===== config.mk =====
export PLATFORM = sky130hd
export DESIGN_NAME = panel_cmd_seq
export DESIGN_NICKNAME = d
export VERILOG_FILES = /design/src/rtl/pcs_pkg.sv /design/src/rtl/pcs_ms_delay.sv /design/src/rtl/pcs_status.sv /design/src/rtl/panel_cmd_seq.sv
export SDC_FILE = /design/constraint.sdc
export NUM_CORES = 1
export LEC_CHECK = 0
export ABC_AREA = 1
export BUFFER_PORTS_ARGS = -buffer_cell sky130_fd_sc_hd__buf_2
export CORE_UTILIZATION = 38
export DETAILED_ROUTE_END_ITERATION = 12
export GPL_ROUTABILITY_DRIVEN = 0
export PLACE_DENSITY = 0.72
export SYNTH_ARGS = -nofsm -noshare
export SYNTH_HDL_FRONTEND = slang
export SYNTH_SLANG_ARGS = --single-unit
export TNS_END_PERCENT = 20

===== constraint.sdc =====
create_clock -name clk -period 1.7 [get_ports clk]
set_clock_uncertainty 0.15 [all_clocks]
set_input_delay 0.34 -clock clk [delete_from_list [all_inputs] [get_ports clk]]
set_output_delay 0.34 -clock clk [all_outputs]
set_load 0.005 [all_outputs]

===== src/rtl/pcs_pkg.sv =====
package pcs_pkg;

    localparam int WORD_W = 16;
    localparam int BYTE_W = 8;

    typedef enum logic [2:0] {
        OP_READ  = 3'd0,
        OP_WRITE = 3'd1,
        OP_FRAME = 3'd2,
        OP_VSYNC = 3'd3,
        OP_NOP   = 3'd4,
        OP_IRQ   = 3'd5,
        OP_DELAY = 3'd6,
        OP_SPARE = 3'd7
    } pcs_op_e;

    typedef enum logic [3:0] {
        ST_IDLE,
        ST_WR_SETUP,
        ST_WR_STB,
        ST_WR_HOLD,
        ST_RD_SETUP,
        ST_RD_STB,
        ST_RD_HOLD,
        ST_WAIT_CONT,
        ST_WAIT_VS,
        ST_DELAY
    } pcs_state_e;

    function automatic pcs_op_e op_of(input logic [WORD_W-1:0] w);
        return pcs_op_e'(w[11:9]);
    endfunction

endpackage


===== src/rtl/pcs_ms_delay.sv =====
module pcs_ms_delay #(
    parameter int CYC_PER_MS = 100000
) (
    input  logic                      clk,
    input  logic                      rst_n,
    input  logic                      start,
    input  logic [pcs_pkg::BYTE_W-1:0] ms_in,
    output logic                      done
);
    localparam int SUB_W = (CYC_PER_MS > 1) ? $clog2(CYC_PER_MS) : 1;
    localparam logic [SUB_W-1:0] SUB_TOP = SUB_W'(CYC_PER_MS - 1);

    typedef struct packed {
        logic                       act;
        logic [pcs_pkg::BYTE_W-1:0] ms;
        logic [SUB_W-1:0]           sub;
    } dly_t;

    dly_t r_q, r_d;

    assign done = r_q.act && (r_q.ms == 1) && (r_q.sub == '0);

    always_comb begin
        r_d = r_q;
        if (start) begin
            r_d.act = 1'b1;
            r_d.ms  = ms_in;
            r_d.sub = SUB_TOP;
        end else if (r_q.act) begin
            if (r_q.sub == '0) begin
                if (r_q.ms == 1) begin
                    r_d.act = 1'b0;
                end else begin
                    r_d.ms  = r_q.ms - 1'b1;
                    r_d.sub = SUB_TOP;
                end
            end else begin
                r_d.sub = r_q.sub - 1'b1;
            end
        end
    end

    always_ff @(posedge clk or negedge rst_n) begin
        if (!rst_n) r_q <= '0;
        else        r_q <= r_d;
    end
endmodule


===== src/rtl/pcs_status.sv =====
module pcs_status (
    input  logic                        clk,
    input  logic                        rst_n,
    input  logic                        rd_begin,
    input  logic                        rd_done,
    input  logic [pcs_pkg::BYTE_W-1:0]  rd_byte,
    input  logic                        rd_a0,
    input  logic                        cont_set,
    input  logic                        cont_take,
    input  logic                        cmd_int,
    input  logic                        clr_rd,
    input  logic                        clr_cmd,
    input  logic                        mask_rd,
    input  logic                        mask_cmd,
    output logic [pcs_pkg::WORD_W-1:0]  stat_word,
    output logic                        cont_flag,
    output logic                        pend_rd,
    output logic                        pend_cmd,
    output logic                        irq
);
    typedef struct packed {
        logic [pcs_pkg::BYTE_W-1:0] dat;
        logic                       a0;
        logic                       ok;
        logic                       cont;
        logic                       pr;
        logic                       pc;
    } stat_t;

    stat_t s_q, s_d;

    always_comb begin
        s_d = s_q;
        // clears first, sets afterwards so a same-cycle set wins
        if (rd_begin) begin
            s_d.ok   = 1'b0;
            s_d.cont = 1'b0;
        end
        if (cont_take) s_d.cont = 1'b0;
        if (cont_set)  s_d.cont = 1'b1;
        if (rd_done) begin
            s_d.dat = rd_byte;
            s_d.a0  = rd_a0;
            s_d.ok  = 1'b1;
        end
        if (clr_rd)  s_d.pr = 1'b0;
        if (rd_done) s_d.pr = 1'b1;
        if (clr_cmd) s_d.pc = 1'b0;
        if (cmd_int) s_d.pc = 1'b1;
    end

    always_ff @(posedge clk or negedge rst_n) begin
        if (!rst_n) s_q <= '0;
        else        s_q <= s_d;
    end

    assign stat_word = {5'b0, s_q.cont, s_q.ok, s_q.a0, s_q.dat};
    assign cont_flag = s_q.cont;
    assign pend_rd   = s_q.pr;
    assign pend_cmd  = s_q.pc;
    assign irq       = (s_q.pr && !mask_rd) || (s_q.pc && !mask_cmd);
endmodule


===== src/rtl/panel_cmd_seq.sv =====
module panel_cmd_seq #(
    parameter int STROBE_CYC = 2,
    parameter int CYC_PER_MS = 100000
) (
    input  logic        clk,
    input  logic        rst_n,
    input  logic        cmd_valid,
    input  logic [15:0] cmd_word,
    output logic        cmd_ready,
    output logic        pnl_a0,
    output logic [7:0]  pnl_dout,
    output logic        pnl_doe,
    input  logic [7:0]  pnl_din,
    output logic        pnl_wr_n,
    output logic        pnl_rd_n,
    input  logic        frame_sync,
    input  logic        sw_continue,
    input  logic        sw_clr_rd,
    input  logic        sw_clr_cmd,
    input  logic        mask_rd,
    input  logic        mask_cmd,
    output logic [15:0] rd_status,
    output logic        pend_rd,
    output logic        pend_cmd,
    output logic        irq
);
    import pcs_pkg::*;

    localparam int SCNT_W = (STROBE_CYC > 1) ? $clog2(STROBE_CYC) : 1;
    localparam logic [SCNT_W-1:0] SCNT_TOP = SCNT_W'(STROBE_CYC - 1);

    typedef struct packed {
        pcs_state_e          st;
        logic [SCNT_W-1:0]   cnt;
        logic                a0;
        logic [BYTE_W-1:0]   dat;
        logic                vs;
    } seq_t;

    seq_t q_q, q_d;

    logic rd_begin, rd_done, cont_take, cmd_int, dly_start, dly_done, cont_flag;
    logic unused_hi;
    pcs_op_e op;
    logic    w_a0;
    logic [BYTE_W-1:0] w_dat;

    assign unused_hi = ^cmd_word[15:12];
    assign op    = op_of(cmd_word);
    assign w_a0  = cmd_word[8];
    assign w_dat = cmd_word[7:0];

    always_comb begin
        q_d       = q_q;
        q_d.vs    = frame_sync;
        rd_begin  = 1'b0;
        rd_done   = 1'b0;
        cont_take = 1'b0;
        cmd_int   = 1'b0;
        dly_start = 1'b0;
        unique case (q_q.st)
            ST_IDLE: begin
                if (cmd_valid) begin
                    unique case (op)
                        OP_READ: begin
                            q_d.a0   = w_a0;
                            q_d.st   = ST_RD_SETUP;
                            rd_begin = 1'b1;
                        end
                        OP_WRITE: begin
                            q_d.a0  = w_a0;
                            q_d.dat = w_dat;
                            q_d.st  = ST_WR_SETUP;
                        end
                        OP_FRAME: begin
                            if (w_a0) begin
                                q_d.a0  = 1'b1;
                                q_d.dat = w_dat;
                                q_d.st  = ST_WR_SETUP;
                            end
                        end
                        OP_VSYNC: q_d.st = ST_WAIT_VS;
                        OP_IRQ:   cmd_int = 1'b1;
                        OP_DELAY: begin
                            if (w_dat != '0) begin
                                dly_start = 1'b1;
                                q_d.st    = ST_DELAY;
                            end
                        end
                        default: ;
                    endcase
                end
            end
            ST_WR_SETUP: begin
                q_d.cnt = SCNT_TOP;
                q_d.st  = ST_WR_STB;
            end
            ST_WR_STB: begin
                if (q_q.cnt == '0) q_d.st  = ST_WR_HOLD;
                else               q_d.cnt = q_q.cnt - 1'b1;
            end
            ST_WR_HOLD: q_d.st = ST_IDLE;
            ST_RD_SETUP: begin
                q_d.cnt = SCNT_TOP;
                q_d.st  = ST_RD_STB;
            end
            ST_RD_STB: begin
                if (q_q.cnt == '0) begin
                    rd_done = 1'b1;
                    q_d.st  = ST_RD_HOLD;
                end else begin
                    q_d.cnt = q_q.cnt - 1'b1;
                end
            end
            ST_RD_HOLD: q_d.st = ST_WAIT_CONT;
            ST_WAIT_CONT: begin
                if (cont_flag) begin
                    cont_take = 1'b1;
                    q_d.st    = ST_IDLE;
                end
            end
            ST_WAIT_VS: begin
                if (frame_sync && !q_q.vs) q_d.st = ST_IDLE;
            end
            ST_DELAY: begin
                if (dly_done) q_d.st = ST_IDLE;
            end
            default: q_d.st = ST_IDLE;
        endcase
    end

    always_ff @(posedge clk or negedge rst_n) begin
        if (!rst_n) q_q <= '{st: ST_IDLE, cnt: '0, a0: 1'b0, dat: '0, vs: 1'b0};
        else        q_q <= q_d;
    end

    pcs_ms_delay #(.CYC_PER_MS(CYC_PER_MS)) u_dly (
        .clk   (clk),
        .rst_n (rst_n),
        .start (dly_start),
        .ms_in (w_dat),
        .done  (dly_done)
    );

    pcs_status u_stat (
        .clk       (clk),
        .rst_n     (rst_n),
        .rd_begin  (rd_begin),
        .rd_done   (rd_done),
        .rd_byte   (pnl_din),
        .rd_a0     (q_q.a0),
        .cont_set  (sw_continue),
        .cont_take (cont_take),
        .cmd_int   (cmd_int),
        .clr_rd    (sw_clr_rd),
        .clr_cmd   (sw_clr_cmd),
        .mask_rd   (mask_rd),
        .mask_cmd  (mask_cmd),
        .stat_word (rd_status),
        .cont_flag (cont_flag),
        .pend_rd   (pend_rd),
        .pend_cmd  (pend_cmd),
        .irq       (irq)
    );

    assign cmd_ready = (q_q.st == ST_IDLE);
    assign pnl_a0    = q_q.a0;
    assign pnl_dout  = q_q.dat;
    assign pnl_doe   = (q_q.st == ST_WR_SETUP) || (q_q.st == ST_WR_STB) || (q_q.st == ST_WR_HOLD);
    assign pnl_wr_n  = !(q_q.st == ST_WR_STB);
    assign pnl_rd_n  = !(q_q.st == ST_RD_STB);
endmodule


==> summary.txt <==
Logic synthesis
  – Yosys top cell area share: 0.414
  – Adder-cell share of the synthesized area: 0.0115
  – EDFF count, synth: 0
  – Leading area contributor after synthesis: dfrtp_1
  – Ys flop type: dfrtp_1
  – Largest family of logic cells by synthesized area: simple AND/OR/NAND/NOR gates
  – Avg Cell Area, Syn: a little under 8 sq um
  – Synth Area in XOR/XNOR: 0.0376
  – Synth Warn #: 0
  – Post-synth top cells: nand2_1 (98), dfrtp_1 (54), inv_1 (49), nor2_1 (40), nand3_1 (34)
  – Area contributors post-synth: dfrtp_1 (41%), nand2_1 (11%), inv_1 (5.6%)
  – Synth Area in Compound Gates: 0.0859
  – Mapped Cells: 417
  – Mapped Area: ~3300 sq um
  – Sequential fraction of the synthesis area: 0.414
  – Count leader, synth: nand2_1
  – Synth cell types: 38
  – Async S/R FF share, synth: 1.00
  – Post-synthesis mux area share: 0.0311
  – Simple-gate share of the synthesized area: 0.309
  – Register bit total from synthesis: 54

Clocking
  – Clk slew on worst S/H paths: 0.10 ns
  – H-tree Lvls: 2
  – # clock sinks: between 50 and 60
  – Root buf cell: clkbuf_8
  – CTS buffer count: 5
  – Deepest clock path buffer count: 2
  – Later-pin clock latency in the skew report: around 0.32 ns
  – CTS tree: yes

Timing
  – Peak Freq: 0.550 GHz
  – Slew margin rel.: 0.655
  – Final Hold Viols: 0
  – Endpoints failing setup: 31
  – Least-Margin Pin Slew: slightly above 0.5 ns
  – RSZ-0062 raised after global routing: true
  – Final WS setup: -0.117 ns
  – Final Critical Period: 1.82 ns
  – Final slew viol count: 0
  – Period utilization: 1.07

Global route
  – GR Overflow Total: 0
  – Tot GR Track Use: 0.187
  – Number of global-route vias before repair: approximately 3000
  – Largest net degree at the start of global routing: 21
  – First-pass GRT wire length: approximately 13 mm
  – Initial antenna violation count: 0

Drt
  – First-pass DRT Iterations: 4
  – Residual DRC count: 0
  – Wirelength, routed: between 7 and 8 mm
  – Via count: slightly above 3000
  – Initial DRC Count: 136
  – Antenna-violating nets left: 0
  – Routed len/inst: ~12 um
  – Routed vias/inst: around 4.8

Worst hold path
  – Worst hold path type: in2reg
  – Hold-critical path depth: 2

Critical path
  – Setup crit end kind: register
  – FF-to-FF path depth: 12
  – Kind of critical path: reg2reg
  – Max FO, Critical Path: 7
  – Critical Path AT: 1.86 ns
  – Critical Path RT: 1.75 ns
  – CP startpoint kind: register

Floorplanning
  – Die W: 94.7 um
  – Initial Util: 0.395
  – FP Rows: 33
  – Die area: about 9000 sq um
  – Core ar.: 8260 sq um
  – DIE HEIGHT: between 90 and 100 um
  – Io pins: 65

Power and ir drop
  – Pwr per Cell Area: 1420 nW/um^2
  – Leak: approximately 2.2 nW
  – Power consumption: 6.03 mW
  – Worst IR drop on VDD: roughly 0.00079 V

Cells and area
  – Fillers: between 800 and 900
  – Final core occ: 0.516
  – Fin nets: around 570
  – Syn-to-layout area delta: 30.5%
  – Ant diodes: 0
  – Layout cells sized above 1: 0.352
  – Final Non-Filler Cells: approximately 630

Placement
  – I/O Buffers: 55
  – Pre-CTS setup slack: -0.148 ns
  – Detailed-placement wirelength estimate: about 6 mm
  – # placed instances: about 620

Status
  – Status: complete, but fails checks
  – Failing checks: negative setup slack

Run
  – Max_cap viols: 0
worst paths after layout:
path | from | slack (ns) | endpoint
max | u_dly.r_q[1]$_DFFE_PN0P_ | -0.12 | u_dly.r_q[2]$_DFFE_PN0P_
min | sw_clr_rd | 0.05 | u_stat.pend_rd$_DFFE_PN0P_
max reg2reg | u_dly.r_q[1]$_DFFE_PN0P_ | -0.12 | u_dly.r_q[2]$_DFFE_PN0P_
min reg2reg | pnl_dout[2]$_DFFE_PN0P_ | 0.34 | pnl_dout[2]$_DFFE_PN0P_
max in group asynchronous | rst_n | 0.53 | u_dly.r_q[4]$_DFFE_PN0P_
min in group asynchronous | rst_n | 0.38 | pnl_dout[5]$_DFFE_PN0P_
state kept, by name, summed over array words and instances (netlist names):
register          flops
u_stat.pend_cmd       1
u_stat.cont_flag      1
pnl_dout              8
u_dly.r_q            26
pnl_a0                1
u_stat.pend_rd        1
u_stat.stat_word     10
q_q                   6
report_power, final:
group / switching [mW] / internal, mW / total [mW]
sequential: 0.388 / 1.79 / 2.17
combinational: 1.60 / 1.52 / 3.12
clock: 0.451 / 0.287 / 0.737
kinds of logic after synthesis:
family | after synthesis
buf+inv | 75
fa+ha+maj | 3
flops | 54
simple gates | 214
other cells | 1
mux | 9
xor+xnor | 14
compound gates | 47
placed cells by master (no fill, tap or decap), types with 5 or more instances in the layout:
cell,Yosys,routed
nor2_4,5,10
inv_2,7,9
nand4_1,8,8
nand3_1,34,33
o21ai_0,16,13
buf_2,2,55
nand2_2,4,5
clkbuf_8,0,5
conb_1,1,5
nor2_1,40,37
nand2_1,98,95
buf_4,15,58
nor2_2,10,8
dfrtp_1,54,52
nor3_1,7,6
mux2_1,5,5
inv_1,49,44
xor2_1,10,10
o21ai_1,12,13
a21oi_1,7,7
metal layers:
layer / wire (um) / vias up / GRT usage
met3: 330 / 7 / 0.0266
li1: - / 1533 / -
met1: 3490 / 1449 / 0.236
met2: 4000 / 84 / 0.329
met5: 0 / - / 0
met4: 85 / 0 / 0.0568
through the flow:
stage	setup TNS [ns]	area (sq um)	hold slack, ns
2_1_floorplan	-0.0105	3300	-0.106
3_3_place_gp	-1.41	4030	0.192
3_5_place_dp	-2.86	4030	0.200
4_1_cts	-1.71	4210	0.0467
5_1_grt	-6.00	4260	0.0619
6_report	-2.00	4260	0.0520
critical path, cell delays in order, from the launching register on:
cell     delay (ns)
dfrtp_1        0.41
inv_2          0.08
ha_4           0.15
inv_2          0.04
nor2_2         0.07
nand3_1        0.08
nor2_1         0.10
nand3_1        0.13
nand2_2        0.12
nand2_4        0.12
buf_6          0.15
nor2_1         0.08
a21oi_1        0.05
what timing repair did:
action / CTS / global route
endpoints found under the hold margin: 19 / 0
gates resized for setup: 18 / 16
setup buffers: 2 / 1
pin swaps: 7 / 4
hold buffers: 2 / 0
endpoints found under the setup margin: 39 / 42
layout make-up:
class                           instances  area, sq um  area share
Multi-Input combinational cell        292         1670       0.391
Sequential cell                        54         1350       0.318
Timing Repair Buffer                  120          805       0.189
Inverter                               56          220      0.0517
Tap cell                              105          131      0.0308
Clock buffer                            5         68.8      0.0162
Clock inverter                          2         13.8     0.00323
No activity file was read; power rests on OpenSTA's default activity.
